$ cat config.mk
export PLATFORM = sky130hd
export DESIGN_NAME = pipe_ctl
export DESIGN_NICKNAME = d
export VERILOG_FILES = /design/src/rtl/pipe_ctl_pkg.sv /design/src/rtl/pc_gen.sv /design/src/rtl/ctl_decode.sv /design/src/rtl/hazard_detect.sv /design/src/rtl/pipe_ctl.sv
export SDC_FILE = /design/constraint.sdc
export NUM_CORES = 1
export LEC_CHECK = 0
export ABC_AREA = 1
export BUFFER_PORTS_ARGS = -buffer_cell sky130_fd_sc_hd__buf_2
export CORE_MARGIN = 10
export CORE_UTILIZATION = 50
export DETAILED_ROUTE_END_ITERATION = 10
export GPL_TIMING_DRIVEN = 0
export PLACE_DENSITY = 0.66
export SLEW_MARGIN = 20
export SYNTH_ARGS = -nofsm -noshare
export SYNTH_HDL_FRONTEND = slang
export SYNTH_HIERARCHICAL = 1
export SYNTH_SLANG_ARGS = --single-unit
$ cat constraint.sdc
create_clock -name clk -period 2.5 [get_ports clk]
set_input_delay 0.5 -clock clk [delete_from_list [all_inputs] [get_ports clk]]
set_output_delay 0.5 -clock clk [all_outputs]
set_load 0.1 [all_outputs]
$ cat src/rtl/pipe_ctl_pkg.sv
// Package: shared encodings and the per-stage control record.
// Assumes a fixed 32-bit instruction format with 6-bit opcode,
// 5-bit register fields and a 16-bit immediate.
package pipe_ctl_pkg;

    localparam int INSTR_W = 32;
    localparam int REG_AW  = 5;
    localparam int IMM_W   = 16;

    localparam logic [5:0] OPC_ALU  = 6'h00;
    localparam logic [5:0] OPC_LD   = 6'h23;
    localparam logic [5:0] OPC_ST   = 6'h2B;
    localparam logic [5:0] OPC_BEQ  = 6'h04;
    localparam logic [5:0] OPC_ORI  = 6'h0D;
    localparam logic [5:0] OPC_ADDI = 6'h08;

    localparam logic [5:0] FN_ADD = 6'h20;
    localparam logic [5:0] FN_SUB = 6'h22;
    localparam logic [5:0] FN_AND = 6'h24;
    localparam logic [5:0] FN_OR  = 6'h25;

    typedef enum logic [1:0] {
        ALU_ADD = 2'd0,
        ALU_SUB = 2'd1,
        ALU_AND = 2'd2,
        ALU_OR  = 2'd3
    } alu_fn_e;

    // Control carried alongside an instruction from decode onwards.
    typedef struct packed {
        logic              valid;
        alu_fn_e           alu_fn;
        logic              use_imm;
        logic              mem_rd;
        logic              mem_wr;
        logic              reg_we;
        logic [REG_AW-1:0] dst;
        logic              is_br;
        logic              ovf_chk;
    } stage_ctl_t;

endpackage

$ cat src/rtl/pc_gen.sv
// Module: pc_gen
// Holds the fetch address. Redirect wins over hold; otherwise the
// address steps by one instruction word. Assumes redirect and hold
// are never raised together by the caller.
module pc_gen #(
    parameter int ADDR_W = 32
) (
    input  logic              clk,
    input  logic              rst_n,
    input  logic              redirect,
    input  logic [ADDR_W-1:0] target,
    input  logic              hold,
    output logic [ADDR_W-1:0] pc
);

    localparam logic [ADDR_W-1:0] STEP = ADDR_W'(4);

    // Next fetch address selection.
    always_ff @(posedge clk) begin
        if (!rst_n)
            pc <= '0;
        else if (redirect)
            pc <= target;
        else if (!hold)
            pc <= pc + STEP;
    end

    a_r3_redirect_lands: assert property (@(posedge clk) disable iff (!rst_n)
        redirect |=> pc == $past(target));

    a_r7_step_by_four: assert property (@(posedge clk) disable iff (!rst_n)
        (!redirect && !hold) |=> pc == $past(pc) + STEP);

    a_r6_pc_holds: assert property (@(posedge clk) disable iff (!rst_n)
        (hold && !redirect) |=> $stable(pc));

endmodule

$ cat src/rtl/ctl_decode.sv
// Module: ctl_decode
// Turns the instruction held in decode into the control record that
// travels down the pipe, the register read addresses, which of them
// are really read, and the branch target. Purely combinational.
// Assumes the word is the one fetched at pc_id.
module ctl_decode
    import pipe_ctl_pkg::*;
#(
    parameter int ADDR_W = 32
) (
    input  logic [INSTR_W-1:0] instr,
    input  logic               valid,
    input  logic [ADDR_W-1:0]  pc_id,
    output stage_ctl_t         ctl,
    output logic [REG_AW-1:0]  rs,
    output logic [REG_AW-1:0]  rt,
    output logic               reads_rs,
    output logic               reads_rt,
    output logic [ADDR_W-1:0]  br_target
);

    logic [5:0]        opc;
    logic [5:0]        fn;
    logic [REG_AW-1:0] rd;
    logic [IMM_W-1:0]  imm;
    logic [ADDR_W-1:0] offset;

    assign opc = instr[31:26];
    assign rs  = instr[25:21];
    assign rt  = instr[20:16];
    assign rd  = instr[15:11];
    assign fn  = instr[5:0];
    assign imm = instr[15:0];

    // Word offset, sign-extended and scaled to bytes.
    assign offset    = ADDR_W'($signed({imm, 2'b00}));
    assign br_target = pc_id + ADDR_W'(4) + offset;

    // Opcode and function decode into stage control fields.
    always_comb begin
        ctl          = '0;
        ctl.valid    = valid;
        ctl.alu_fn   = ALU_ADD;
        reads_rs     = 1'b0;
        reads_rt     = 1'b0;
        unique case (opc)
            OPC_ALU: begin
                reads_rs = 1'b1;
                reads_rt = 1'b1;
                ctl.dst  = rd;
                ctl.reg_we = (rd != '0);
                unique case (fn)
                    FN_SUB: begin ctl.alu_fn = ALU_SUB; ctl.ovf_chk = 1'b1; end
                    FN_AND: ctl.alu_fn = ALU_AND;
                    FN_OR:  ctl.alu_fn = ALU_OR;
                    FN_ADD: begin ctl.alu_fn = ALU_ADD; ctl.ovf_chk = 1'b1; end
                    default: ctl.alu_fn = ALU_ADD;
                endcase
            end
            OPC_LD: begin
                reads_rs    = 1'b1;
                ctl.use_imm = 1'b1;
                ctl.mem_rd  = 1'b1;
                ctl.dst     = rt;
                ctl.reg_we  = (rt != '0);
            end
            OPC_ST: begin
                reads_rs    = 1'b1;
                reads_rt    = 1'b1;
                ctl.use_imm = 1'b1;
                ctl.mem_wr  = 1'b1;
            end
            OPC_BEQ: begin
                reads_rs   = 1'b1;
                reads_rt   = 1'b1;
                ctl.alu_fn = ALU_SUB;
                ctl.is_br  = 1'b1;
            end
            OPC_ORI: begin
                reads_rs    = 1'b1;
                ctl.alu_fn  = ALU_OR;
                ctl.use_imm = 1'b1;
                ctl.dst     = rt;
                ctl.reg_we  = (rt != '0);
            end
            OPC_ADDI: begin
                reads_rs    = 1'b1;
                ctl.use_imm = 1'b1;
                ctl.ovf_chk = 1'b1;
                ctl.dst     = rt;
                ctl.reg_we  = (rt != '0);
            end
            default: ;
        endcase
    end

    // A store or branch never asks for a register write.
    always_comb begin
        a_r2_no_store_write: assert (!(ctl.mem_wr || ctl.is_br) || !ctl.reg_we);
    end

endmodule

$ cat src/rtl/hazard_detect.sv
// Module: hazard_detect
// Flags a load-use pair: a live load in execute whose non-zero
// destination is read by the live instruction in decode. Assumes the
// loaded value is only available after the memory stage.
module hazard_detect
    import pipe_ctl_pkg::*;
(
    input  logic              id_valid,
    input  logic [REG_AW-1:0] id_rs,
    input  logic [REG_AW-1:0] id_rt,
    input  logic              id_reads_rs,
    input  logic              id_reads_rt,
    input  stage_ctl_t        ex_ctl,
    output logic              stall
);

    logic ex_load;
    logic hit_rs;
    logic hit_rt;

    // Compare the decode sources against the pending load destination.
    always_comb begin
        ex_load = ex_ctl.valid && ex_ctl.mem_rd && (ex_ctl.dst != '0);
        hit_rs  = id_reads_rs && (id_rs == ex_ctl.dst);
        hit_rt  = id_reads_rt && (id_rt == ex_ctl.dst);
        stall   = id_valid && ex_load && (hit_rs || hit_rt);
    end

endmodule

$ cat src/rtl/pipe_ctl.sv
// Module: pipe_ctl (top)
// Data-stationary control for a five-stage in-order pipeline. Owns
// the PC, the decode instruction register and the control records of
// execute, memory and write-back. Branches resolve in execute with one
// delay slot; the next wrong-path instruction is squashed through its
// valid bit. Load-use pairs cost one bubble. Assumes br_eq_i and
// alu_ovf_i refer to the instruction currently in execute.
module pipe_ctl
    import pipe_ctl_pkg::*;
#(
    parameter int ADDR_W = 32
) (
    input  logic                    clk,
    input  logic                    rst_n,
    input  logic [31:0]             instr_i,
    input  logic                    br_eq_i,
    input  logic                    alu_ovf_i,
    output logic [ADDR_W-1:0]       pc_o,
    output logic                    pc_sel_o,
    output logic                    fetch_hold_o,
    output logic                    id_valid_o,
    output logic [4:0]              rs_addr_o,
    output logic [4:0]              rt_addr_o,
    output logic                    ex_valid_o,
    output logic [1:0]              ex_alu_fn_o,
    output logic                    ex_use_imm_o,
    output logic                    ovf_trap_o,
    output logic                    mem_valid_o,
    output logic                    mem_rd_en_o,
    output logic                    mem_wr_en_o,
    output logic                    wb_valid_o,
    output logic                    wb_we_o,
    output logic [4:0]              wb_dst_o
);

    // Decode stage storage.
    logic               id_valid;
    logic [INSTR_W-1:0] id_instr;
    logic [ADDR_W-1:0]  id_pc;

    // Later stage control records.
    stage_ctl_t         ex_ctl;
    stage_ctl_t         mem_ctl;
    stage_ctl_t         wb_ctl;
    logic [ADDR_W-1:0]  ex_target;

    // Decode results.
    stage_ctl_t         id_ctl;
    logic [REG_AW-1:0]  id_rs;
    logic [REG_AW-1:0]  id_rt;
    logic               id_reads_rs;
    logic               id_reads_rt;
    logic [ADDR_W-1:0]  id_target;

    logic               stall;
    logic               taken;

    pc_gen #(.ADDR_W(ADDR_W)) u_pc (
        .clk      (clk),
        .rst_n    (rst_n),
        .redirect (taken),
        .target   (ex_target),
        .hold     (stall),
        .pc       (pc_o)
    );

    ctl_decode #(.ADDR_W(ADDR_W)) u_dec (
        .instr     (id_instr),
        .valid     (id_valid),
        .pc_id     (id_pc),
        .ctl       (id_ctl),
        .rs        (id_rs),
        .rt        (id_rt),
        .reads_rs  (id_reads_rs),
        .reads_rt  (id_reads_rt),
        .br_target (id_target)
    );

    hazard_detect u_haz (
        .id_valid    (id_valid),
        .id_rs       (id_rs),
        .id_rt       (id_rt),
        .id_reads_rs (id_reads_rs),
        .id_reads_rt (id_reads_rt),
        .ex_ctl      (ex_ctl),
        .stall       (stall)
    );

    // Branch resolution in execute.
    assign taken = ex_ctl.valid && ex_ctl.is_br && br_eq_i;

    // Fetch-to-decode register: holds on stall, loses valid on redirect.
    always_ff @(posedge clk) begin
        if (!rst_n) begin
            id_valid <= 1'b0;
            id_instr <= '0;
            id_pc    <= '0;
        end else if (!stall) begin
            id_valid <= !taken;
            id_instr <= instr_i;
            id_pc    <= pc_o;
        end
    end

    // Decode-to-execute register: a cleared record is the bubble.
    always_ff @(posedge clk) begin
        if (!rst_n) begin
            ex_ctl    <= '0;
            ex_target <= '0;
        end else if (stall) begin
            ex_ctl    <= '0;
            ex_target <= '0;
        end else begin
            ex_ctl    <= id_ctl;
            ex_target <= id_target;
        end
    end

    // Execute-to-memory and memory-to-write-back registers.
    always_ff @(posedge clk) begin
        if (!rst_n) begin
            mem_ctl <= '0;
            wb_ctl  <= '0;
        end else begin
            mem_ctl <= ex_ctl;
            wb_ctl  <= mem_ctl;
        end
    end

    // Port drive: every side effect is qualified by its stage's valid bit.
    always_comb begin
        pc_sel_o     = taken;
        fetch_hold_o = stall;
        id_valid_o   = id_valid;
        rs_addr_o    = id_rs;
        rt_addr_o    = id_rt;
        ex_valid_o   = ex_ctl.valid;
        ex_alu_fn_o  = ex_ctl.alu_fn;
        ex_use_imm_o = ex_ctl.use_imm;
        ovf_trap_o   = ex_ctl.valid && ex_ctl.ovf_chk && alu_ovf_i;
        mem_valid_o  = mem_ctl.valid;
        mem_rd_en_o  = mem_ctl.valid && mem_ctl.mem_rd;
        mem_wr_en_o  = mem_ctl.valid && mem_ctl.mem_wr;
        wb_valid_o   = wb_ctl.valid;
        wb_we_o      = wb_ctl.valid && wb_ctl.reg_we;
        wb_dst_o     = wb_ctl.dst;
    end

    a_r9_reset_clears: assert property (@(posedge clk)
        !rst_n |=> (pc_o == '0 && !id_valid_o && !ex_valid_o && !mem_valid_o && !wb_valid_o));

    a_r1_write_follows_mem: assert property (@(posedge clk) disable iff (!rst_n)
        wb_we_o |-> $past(mem_valid_o) && !$past(mem_wr_en_o));

    a_r5_shadow_squashed: assert property (@(posedge clk) disable iff (!rst_n)
        pc_sel_o |=> !id_valid_o);

    a_r6_bubble_enters: assert property (@(posedge clk) disable iff (!rst_n)
        fetch_hold_o |=> !ex_valid_o && $stable(rs_addr_o) && $stable(rt_addr_o));

    a_r8_dead_stage_quiet: assert property (@(posedge clk) disable iff (!rst_n)
        !mem_valid_o |-> !mem_rd_en_o && !mem_wr_en_o);

endmodule

Word level (Yosys, flattened, before mapping)
Cells that the tools add are included.

Add/sub/neg operators: 3. $mul: 0. Divide/modulo/power cells: 0. $lt $le $gt $ge: 0. Equality and inequality tests: 12. Shift operators: 0. Multiplexer cells: 13. Bitwise operators: 1. Reduce and logical (&&, ||, !) cells: 25.

Operators with widths (count): $add 32x3->32 const B (2); $mux 32 (2); $eq 6x6->1 const B (6); $add 32x32->32 (1); $reduce_bool 5->1 (3); $logic_and 1x1->1 (13); $eq 6x4->1 const B (2); $pmux 2 s3 (2); $pmux 6 s2 (1); $eq 5x5->1 (2); $mux 1 (7); $eq 6x3->1 const B (1); $logic_not 6->1 (1); $reduce_or 3->1 (2); $reduce_or 6->1 (1); $reduce_or 2->1 (2); $reduce_or 4->1 (1); $ne 2x1->1 const B (1); $pmux 1 s2 (1); $logic_not 1->1 (1); $logic_or 1x1->1 (1); $not 1->1 (1).

Flip-flop bits (word level): 159. Latch bits: 0. Memory bits (writable): 0. ROM bits: 0. Bits of input ports: 36. Output and inout port bits: 60. Word-level logic and storage cells: 76. Memories: 0.

Logic depth before layout (Yosys ltp)
Gate-level depths: netlist (run 1).

Word-level depth: 8. Mapped depth: 17. Gate-level depth less buffers: 16.

Hierarchy
The synthesis (run 1) kept the hierarchy.

By module, submodules not included: pipe_ctl (instances 1, cells an instance 491, area an instance 4154.0 sq um); ctl_decode (instances 1, cells an instance 549, area an instance 2907.8 sq um); pc_gen (instances 1, cells an instance 372, area an instance 2265.9 sq um); hazard_detect (instances 1, cells an instance 52, area an instance 212.7 sq um).

Least setup slack after synthesis (run 1)
No wires, ideal clock.

Kind: reg2reg. From: register, netlist name ex_valid_o. To: register u_pc.pc[28]. Setup time: 70 ps. Arrival: 3041 ps. Data required time: 2430 ps. Path slack: -611 ps. Cell stages (with the launch flop): 10. Buffers on the path: 1. Clock period less this slack: 3111 ps. Cells stage by stage: dfxtp_1 -> nand4_1 -> a21oi_2 -> inv_2 -> nor2_4 -> inv_2 -> buf_6 -> o21ai_0 -> inv_1 -> a21oi_1.

Longest elaborated chain between the ends: 5. Elaborated cells on any way between the ends: 8. Classes of those cells: 1 x eq/ne; 1 x mux; 6 x reduce/logical.

Ends and longest elaborated chain: $logic_and 1x1->1 (2 in series) (RTL line hazard_detect.sv:23) `ex_load = ex_ctl.valid && ex_ctl.mem_rd && (ex_ctl.dst != '0);`; $logic_and 1x1->1 (2 in series) (RTL line hazard_detect.sv:26) `stall = id_valid && ex_load && (hit_rs || hit_rt);`; via fetch_hold_o (RTL line pipe_ctl.sv:20) `output logic fetch_hold_o,`; $ne 2x1->1 (no source line); to (signal assigned) (RTL line pc_gen.sv:23) `pc <= target;`; to (signal assigned) (RTL line pc_gen.sv:25) `pc <= pc + STEP;`; to (decl) (RTL line pc_gen.sv:13) `output logic [ADDR_W-1:0] pc`.

The timed path passes the listed nets, and every way through them passes these cells. A chain may end at the register's enable or synchronous reset.

Worst setup path after layout (run 1)
From: register id_instr[30]. To: output fetch_hold_o.

Longest elaborated chain between the ends: 6. Elaborated cells on any way between the ends: 14. Classes of those cells: 5 x eq/ne; 2 x mux; 7 x reduce/logical.

Ends and longest elaborated chain: from (decl) (RTL line pipe_ctl.sv:38) `logic [INSTR_W-1:0] id_instr;`; from (signal assigned) (RTL line pipe_ctl.sv:100) `id_instr <= instr_i;`; $eq 6x4->1 (tied with other cells) (RTL line ctl_decode.sv:46) `unique case (opc)`; $reduce_or 6->1 (no source line) (*); $mux 1 (*) (RTL line ctl_decode.sv:46); via id_reads_rs (RTL line pipe_ctl.sv:51) `logic id_reads_rs;`; $logic_and 1x1->1 (*) (RTL line hazard_detect.sv:24) `hit_rs = id_reads_rs && (id_rs == ex_ctl.dst);`; $logic_or 1x1->1 (*) (RTL line hazard_detect.sv:26); $logic_and 1x1->1 (*) (RTL line hazard_detect.sv:26); to (decl) (RTL line pipe_ctl.sv:20).

Mark *: on every way through the listed nets, which the timed path passes. The rest lies on a longest branch.

==> metrics.cfg, run 1 <==
[run_status]
status = finished with violations
violations = setup timing

[routing]
drtAntennaViolNets = 0
viasPerCell = 4.998
route.detailed.drc = 0
drt_iter0_markers = 625
wire_per_inst_um = 14.81
vias = 9171
wirelength_um = 27170
first_pass_iters = 5

[pwr]
power_frac_comb_pct = 9.5
switching_power_w = 0.001626
clockPowerShare_pct = 44.0
p_leak_nw = 5.984
ir_worst_vdd_uv = 493.9
seqPwrFrac_pct = 46.4
p_sw_share_pct = 28.42
internal_power_w = 0.004096
powerDensity_nw_per_um2 = 507.7
fin_total_pwr_w = 0.005722

[place]
dp_cells = 1793
hpwl_um = 21300
place_area_um2 = 10330
gp_congestion = 0.9346
port_buffers = 95

[synthesis]
ys_seq_area_share_pct = 33.36
synth-compound-area-share_pct = 8.407
yosys.area.top_type = dfxtp_1
synth_top_family_by_area = simple AND/OR/NAND/NOR gates
synth.distinct_cells = 42
synthXorXnorAreaFrac_pct = 2.111
synth_cells = 1464
avgSynthCellArea_um2 = 6.517
synth.area.top_cells = dfxtp_1 33%, nand2_1 15%, nor2_1 9.7%
synthMuxAreaShare_pct = 0
synth-async-reset-ratio_pct = 0
yosys.cell_count.top_type = nand2_1
ys_warn_count = 6
synth_commonest_cells = 369 x nand2_1, 246 x nor2_1, 240 x inv_1
synth_edf_count = 0
synth_area_um2 = 9540
ys_seq_elements = 159
synth_top_area_share_pct = 33.36
synth_adder_area_share_pct = 7.816
syn_nets = 1559
ys.flop_type = dfxtp_1
synth-simple-area-share_pct = 34.15

[timing]
tns_ps = -149.0
finalCriticalPeriod_ps = 2609
rsz0062_at_grt = true
relSlewSlack_pct = 55.29
skew_ps = 10.66
setup_viol_count_final = 5
worst_slack_ps = -109.3
holdWs_ps = 295.8
max_freq_mhz = 383.2
hold_violations = 0
fin_crit_sh_pct = 104.4
worstMarginPinSlew_ps = 670.6
final_max_slew_viol_count = 0

[hold_path]
min_path_type = in -> reg

[finish]
drive_above_1_share_pct = 19.43
final_nets = 1684
design_area_um2 = 11270
ff_latch_area_um2 = 3199
syn2layout_area_growth_pct = 18.14
fill_cells = 1842
diodes = 0
final_cells = 1835
multi_input_area_um2 = 5210

[floorplanning]
initial_core_util_pct = 50.83
die_area_um2 = 25010
io-pin-count = 96
dieWidth_um = 158.1
std_cell_rows = 50
die_h_um = 158.1
core_um2 = 18770

[critical_path]
critical_path.cell_chain = inv_2 > nand4_1 > nor2_2 > inv_2 > nand3_2 > nand2_2 > nor2_2 > nand3_2 > a21oi_4 > buf_12
start_kind = flop
endpoint_kind = output port
crit_buf_inv = 3
cp.required_ps = 2000
slowest_stage = dfxtp_4
path_delay_family = simple AND/OR/NAND/NOR gates
worstPathArrival_ps = 2110
slowest_delay_ps = 360
path_class = reg -> out
crit_fanout = 3

[global_routing]
grt_pass1_wl_um = 43250
grt_pass1_vias = 8639
grt-ovfl-total = 0
antenna_found_initial = 0
track_usage_pct = 21.82
grt_max_degree = 19

[clock_tree]
clkSinkCount = 159
cts.clk_slew.worst_paths_ps = 70
clkLatencyLatePin_ps = 440
root_buffer = clkbuf_16
clk_path_buf_depth = 2
htreeDepth = 4
cts_buffers = 17
cts_tree = yes

[run]
maxCapViolCount = 0

[cell type report]
type	count	area share, %
multi-input cells	1003	46.23
well taps	234	2.598
flip-flops and latches	159	28.39
clock buffers	18	3.897
plain buffers	55	3.919
inverters	246	8.259
clock inverters	13	1.077
repair buffers	107	5.639
[per-stage QoR]
| step | worst slack, ps | utilization [%] |
|---|---|---|
| after detailed placement | -269.9 | 55.07 |
| after CTS | -159.4 | 58.21 |
| after floorplan | -92.41 | - |
| final | -109.3 | 60.05 |
| after global placement | -279.6 | 55.07 |
| after global routing | -208.3 | 60.05 |
[logic make-up after synthesis]
group / Yosys count
compound gates: 155
xor+xnor: 23
fa+ha+maj: 59
buf+inv: 302
flops: 159
simple gates: 766
[cells in the final DEF (no fill, tap or decap), types with 4 or more instances in the layout]
cell type   instances
nand4_1             8
buf_6               9
nand3_2             9
o21ai_0            78
a21oi_1            29
nor2_1            240
a31oi_1             5
xnor2_1             5
buf_2              99
inv_2               6
nor2_2             27
buf_12              5
clkbuf_16          19
buf_4              31
nand2_2            19
inv_1             236
nor2_4             15
clkbuf_1           10
inv_6               5
nand2_1           365
dfxtp_2             7
clkinvlp_4          4
xor2_1             17
dfxtp_1           150
a21oi_2            11
o21ai_2            20
nand3_1            70
ha_1               57
[worst register-to-register path, cell delays in order (launching register included)]
cell,delay [ps]
dfxtp_4,360
inv_2,40
nand4_1,180
nor2_2,220
inv_2,80
nand3_2,70
nand2_2,60
nor2_2,130
nand3_2,100
a21oi_4,230
buf_8,160
inv_4,40
nor2_4,210
inv_4,110
clkbuf_16,180
o21ai_2,120
inv_1,50
a21oi_1,110
[power by group through the flow]
stage                     sequential [W]  combinational [W]  clock (W)
final                            0.00266           0.000545    0.00252
after detailed placement         0.00272           0.000523          0
after global routing             0.00266           0.000600    0.00268
after CTS                        0.00266           0.000527    0.00254
after global placement           0.00272           0.000520          0
after floorplan                  0.00276           0.000335          0
[state kept, by name, summed over array words and instances (netlist names)]
signal and flops:
ex_alu_fn_o 2, ex_ctl 10, ex_target 32, ex_use_imm_o 1, ex_valid_o 1, id_instr 32
id_pc 32, id_valid_o 1, mem_ctl 8, mem_valid_o 1, u_pc/pc 32, wb_ctl 1
wb_dst_o 5, wb_valid_o 1
[metal layers]
layer	GRT usage, %	up-vias	part of all wire, %
met3	3.501	45	5.9
li1	-	4736	-
met5	0	-	0
met1	26.88	4140	44
met2	37.44	250	47
met4	8.028	0	2.4
[path summary, 6_finish.rpt]
check                    start           end  slack, ps  cells after the start
setup / recovery  id_instr[30]  fetch_hold_o       -110                     10
setup reg to reg  id_instr[30]   u_pc/pc[20]        -20                     17
hold reg to reg     mem_ctl[6]   wb_dst_o[4]        410                      2
hold / removal     instr_i[13]  id_instr[13]        300                      3
[what timing repair did]
action                     4_1_cts  5_1_grt
setup buffers                    1        9
resized for setup                5       65
setup endpoints to repair       60      129
gates cloned                     0        2
pin swaps                        1       28
hold buffers                     0        0
No activity file was read; power rests on OpenSTA's default activity.
==> run 2: changes to the inputs <==
MAX_ROUTING_LAYER = met4   (was default)
PLACE_DENSITY = 0.67   (was 0.66)
SYNTH_HIERARCHICAL = default   (was 1)
==> metrics.cfg, run 2 <==
[run_status]
status = finished, final reports clean  ; was finished with violations

[timing]
skew_ps = 11.14  ; was 10.66 ps
fin_crit_sh_pct = 96.33  ; was 104.4%
setup_viol_count_final = 0  ; was 5
relSlewSlack_pct = 54.31  ; was 55.29%
final_max_slew_viol_count = 0  ; unchanged
finalCriticalPeriod_ps = 2408  ; was 2609 ps
worstMarginPinSlew_ps = 685.3  ; was 670.6 ps
holdWs_ps = 293.8  ; was 295.8 ps
tns_ps = 0  ; was -149.0 ps
worst_slack_ps = 91.73  ; was -109.3 ps
max_freq_mhz = 415.2  ; was 383.2 MHz
hold_violations = 0  ; unchanged

[pwr]
switching_power_w = 0.001631  ; was 0.001626 W
p_leak_nw = 5.540  ; was 5.984 nW
ir_worst_vdd_uv = 541.3  ; was 493.9 µV
internal_power_w = 0.004213  ; was 0.004096 W
seqPwrFrac_pct = 45.6  ; was 46.4%
power_frac_comb_pct = 9.4  ; was 9.5%
powerDensity_nw_per_um2 = 553.1  ; was 507.7 nW/µm²
clockPowerShare_pct = 45.0  ; was 44.0%
p_sw_share_pct = 27.91  ; was 28.42%

[clock_tree]
cts_buffers = 17  ; unchanged
clk_path_buf_depth = 2  ; unchanged
hold_buffers = 0  ; unchanged
root_buffer = clkbuf_16  ; unchanged
cts.clk_slew.worst_paths_ps = 70  ; about the same
htreeDepth = 4  ; unchanged
clkLatencyLatePin_ps = 440  ; about the same
cts_tree = yes  ; unchanged
clkSinkCount = 159  ; unchanged

[place]
port_buffers = 95  ; unchanged
hpwl_um = 22400  ; was 21300 µm
gp_congestion = 0.9737  ; was 0.9346
dp_cells = 1655  ; was 1793
dpl_worst_slack_ps = -569.1  ; was -269.9 ps

[routing]
drtAntennaViolNets = 0  ; unchanged
wire_per_inst_um = 16.69  ; was 14.81 µm
route.detailed.drc = 0  ; unchanged
viasPerCell = 5.176  ; was 4.998
drt_iter0_markers = 599  ; was 625
first_pass_iters = 5  ; unchanged
vias = 8830  ; was 9171
wirelength_um = 28470  ; was 27170 µm

[finish]
layout_commonest_cell = nor2_1  ; was nand2_1
layout_common_cells = 292 x nor2_1, 264 x nand2_1, 147 x dfxtp_1, 145 x inv_1, 108 x buf_2  ; was 365 x nand2_1, 240 x nor2_1, 236 x inv_1, 150 x dfxtp_1, 99 x buf_2
syn2layout_area_growth_pct = 19.36  ; was 18.14%
final_cells = 1706  ; was 1835
final_nets = 1563  ; was 1684
final_util_pct = 60.89  ; was 60.05%
diodes = 0  ; unchanged
drive_above_1_share_pct = 15.73  ; was 19.43%

[synthesis]
synth-async-reset-ratio_pct = 0  ; unchanged
ys_seq_elements = 159  ; unchanged
synth_commonest_cells = 299 x nor2_1, 269 x nand2_1, 159 x dfxtp_1  ; was 369 x nand2_1, 246 x nor2_1, 240 x inv_1
yosys.area.top_type = dfxtp_1  ; unchanged
synth.distinct_cells = 39  ; was 42
ys.flop_type = dfxtp_1  ; unchanged
ys_warn_count = 0  ; was 6
syn_nets = 1430  ; was 1559
synth_edf_count = 0  ; unchanged
yosys.cell_count.top_type = nor2_1  ; was nand2_1
synth_area_um2 = 8853  ; was 9540 µm²
synth_top_area_share_pct = 35.95  ; was 33.36%
synth.area.top_cells = dfxtp_1 36%, nor2_1 13%, nand2_1 11%  ; was dfxtp_1 33%, nand2_1 15%, nor2_1 9.7%
ys_seq_area_share_pct = 35.95  ; was 33.36%
synth_cells = 1335  ; was 1464
avgSynthCellArea_um2 = 6.632  ; was 6.517 µm²

[run]
maxCapViolCount = 0  ; unchanged

[critical_path]
slowest_delay_ps = 370  ; was 360 ps
critical_path.cell_chain = inv_1 > nor2_4 > nand3_4 > nand2_4 > nor2_1 > nor2_4 > nand2_4 > inv_8 > buf_12 > buf_12  ; was inv_2 > nand4_1 > nor2_2 > inv_2 > nand3_2 > nand2_2 > nor2_2 > nand3_2 > a21oi_4 > buf_12
crit_fanout = 7  ; was 3
path_class = reg -> out  ; unchanged
endpoint_kind = output port  ; unchanged
cp.required_ps = 2000  ; about the same
slowest_stage = dfxtp_4  ; unchanged
worstPathArrival_ps = 1910  ; was 2110 ps
start_kind = flop  ; unchanged

[floorplanning]
io-pin-count = 96  ; unchanged
initial_core_util_pct = 51.01  ; was 50.83%
core_um2 = 17360  ; was 18770 µm²
std_cell_rows = 48  ; was 50
dieWidth_um = 153.1  ; was 158.1 µm
die_area_um2 = 23430  ; was 25010 µm²
die_h_um = 153.1  ; was 158.1 µm

[global_routing]
grt_pass1_vias = 8317  ; was 8639
grt-ovfl-total = 0  ; unchanged
grt_max_degree = 20  ; was 19
track_usage_pct = 24.34  ; was 21.82%
grt_pass1_wl_um = 44750  ; was 43250 µm
antenna_found_initial = 0  ; unchanged

[hold_path]
min_path_type = in -> reg  ; unchanged

==> run 2: changes by cell type in the layout (fill, tap and decap cells not counted), sizes merged, moves of 5 or more <==
cell	change
nor3	+28
o21bai	+5
nand3	-22
o21ai	+6
nor2	+21
nand4	+12
nand2	-116
clkbuf	+8
inv	-97
a21oi	+30
==> run 2: path summary, 6_finish.rpt <==
path	start	endpoint	slack (ps)	depth (start not counted)
hold reg to reg	mem_ctl[2]	wb_dst_o[0]	410	2
setup / recovery	id_instr[29]	fetch_hold_o	90	10
hold / removal	instr_i[30]	id_instr[30]	290	3
setup reg to reg	id_instr[15]	ex_target[31]	120	10
==> run 2: critical path: cells and delay by family (launching register included) <==
kind	cells	cell delay (ps)
simple gates	6	660
buf+inv	4	450
flops	1	370
==> run 2: routing by layer <==
| layer | share of wire, % | GRT usage, % |
|---|---|---|
| met2 | 48 | 40.65 |
| met1 | 44 | 29.26 |
| met3 | 4.6 | 4.040 |
| met4 | 2.5 | 7.856 |
| met5 | 0 | - |
==> run 2: metrics by stage <==
| step | instance area, µm² | power [W] |
|---|---|---|
| floorplan | 8859 | 0.003084 |
| global placement | 9615 | 0.003233 |
| detailed placement | 9615 | 0.003239 |
| CTS | 10350 | 0.005843 |
| global route | 10570 | 0.006034 |
| finish | 10570 | 0.005845 |
==> run 2: cell families after synthesis <==
logic type / Yosys count / share of synthesized area [%]
AO/OA/AOI/OAI: 196 / 11.55
XOR/XNOR: 23 / 2.275
adder cells (fa/ha/maj): 59 / 8.423
buffers and inverters: 206 / 9.878
flip-flops: 159 / 35.95
AND/OR/NAND/NOR: 692 / 31.93
==> run 2: timing repair <==
item                                   CTS  global route
gates resized for setup                 28            30
pin swaps                                3            10
cloned                                   0             1
setup buffers                            6            14
setup endpoints to repair               18            12
endpoints found under the hold margin    0             0
==> run 2: power groups by stage <==
stage | registers, W | logic (W) | clock network (W)
floorplan | 0.00276 | 0.000319 | 0
global placement | 0.00272 | 0.000511 | 0
detailed placement | 0.00272 | 0.000516 | 0
CTS | 0.00266 | 0.000539 | 0.00264
global route | 0.00267 | 0.000603 | 0.00276
finish | 0.00266 | 0.000551 | 0.00263
==> run 2: layout make-up <==
cell class | count | area (µm²)
plain buffers | 56 | 312.8
clock buffers | 19 | 442.9
clock inverters | 13 | 145.1
fillers | 1739 | 6789
inverters | 148 | 564.3
multi-input cells | 970 | 4933
flip-flops and latches | 159 | 3203
well taps | 225 | 281.5
repair buffers | 116 | 684.4
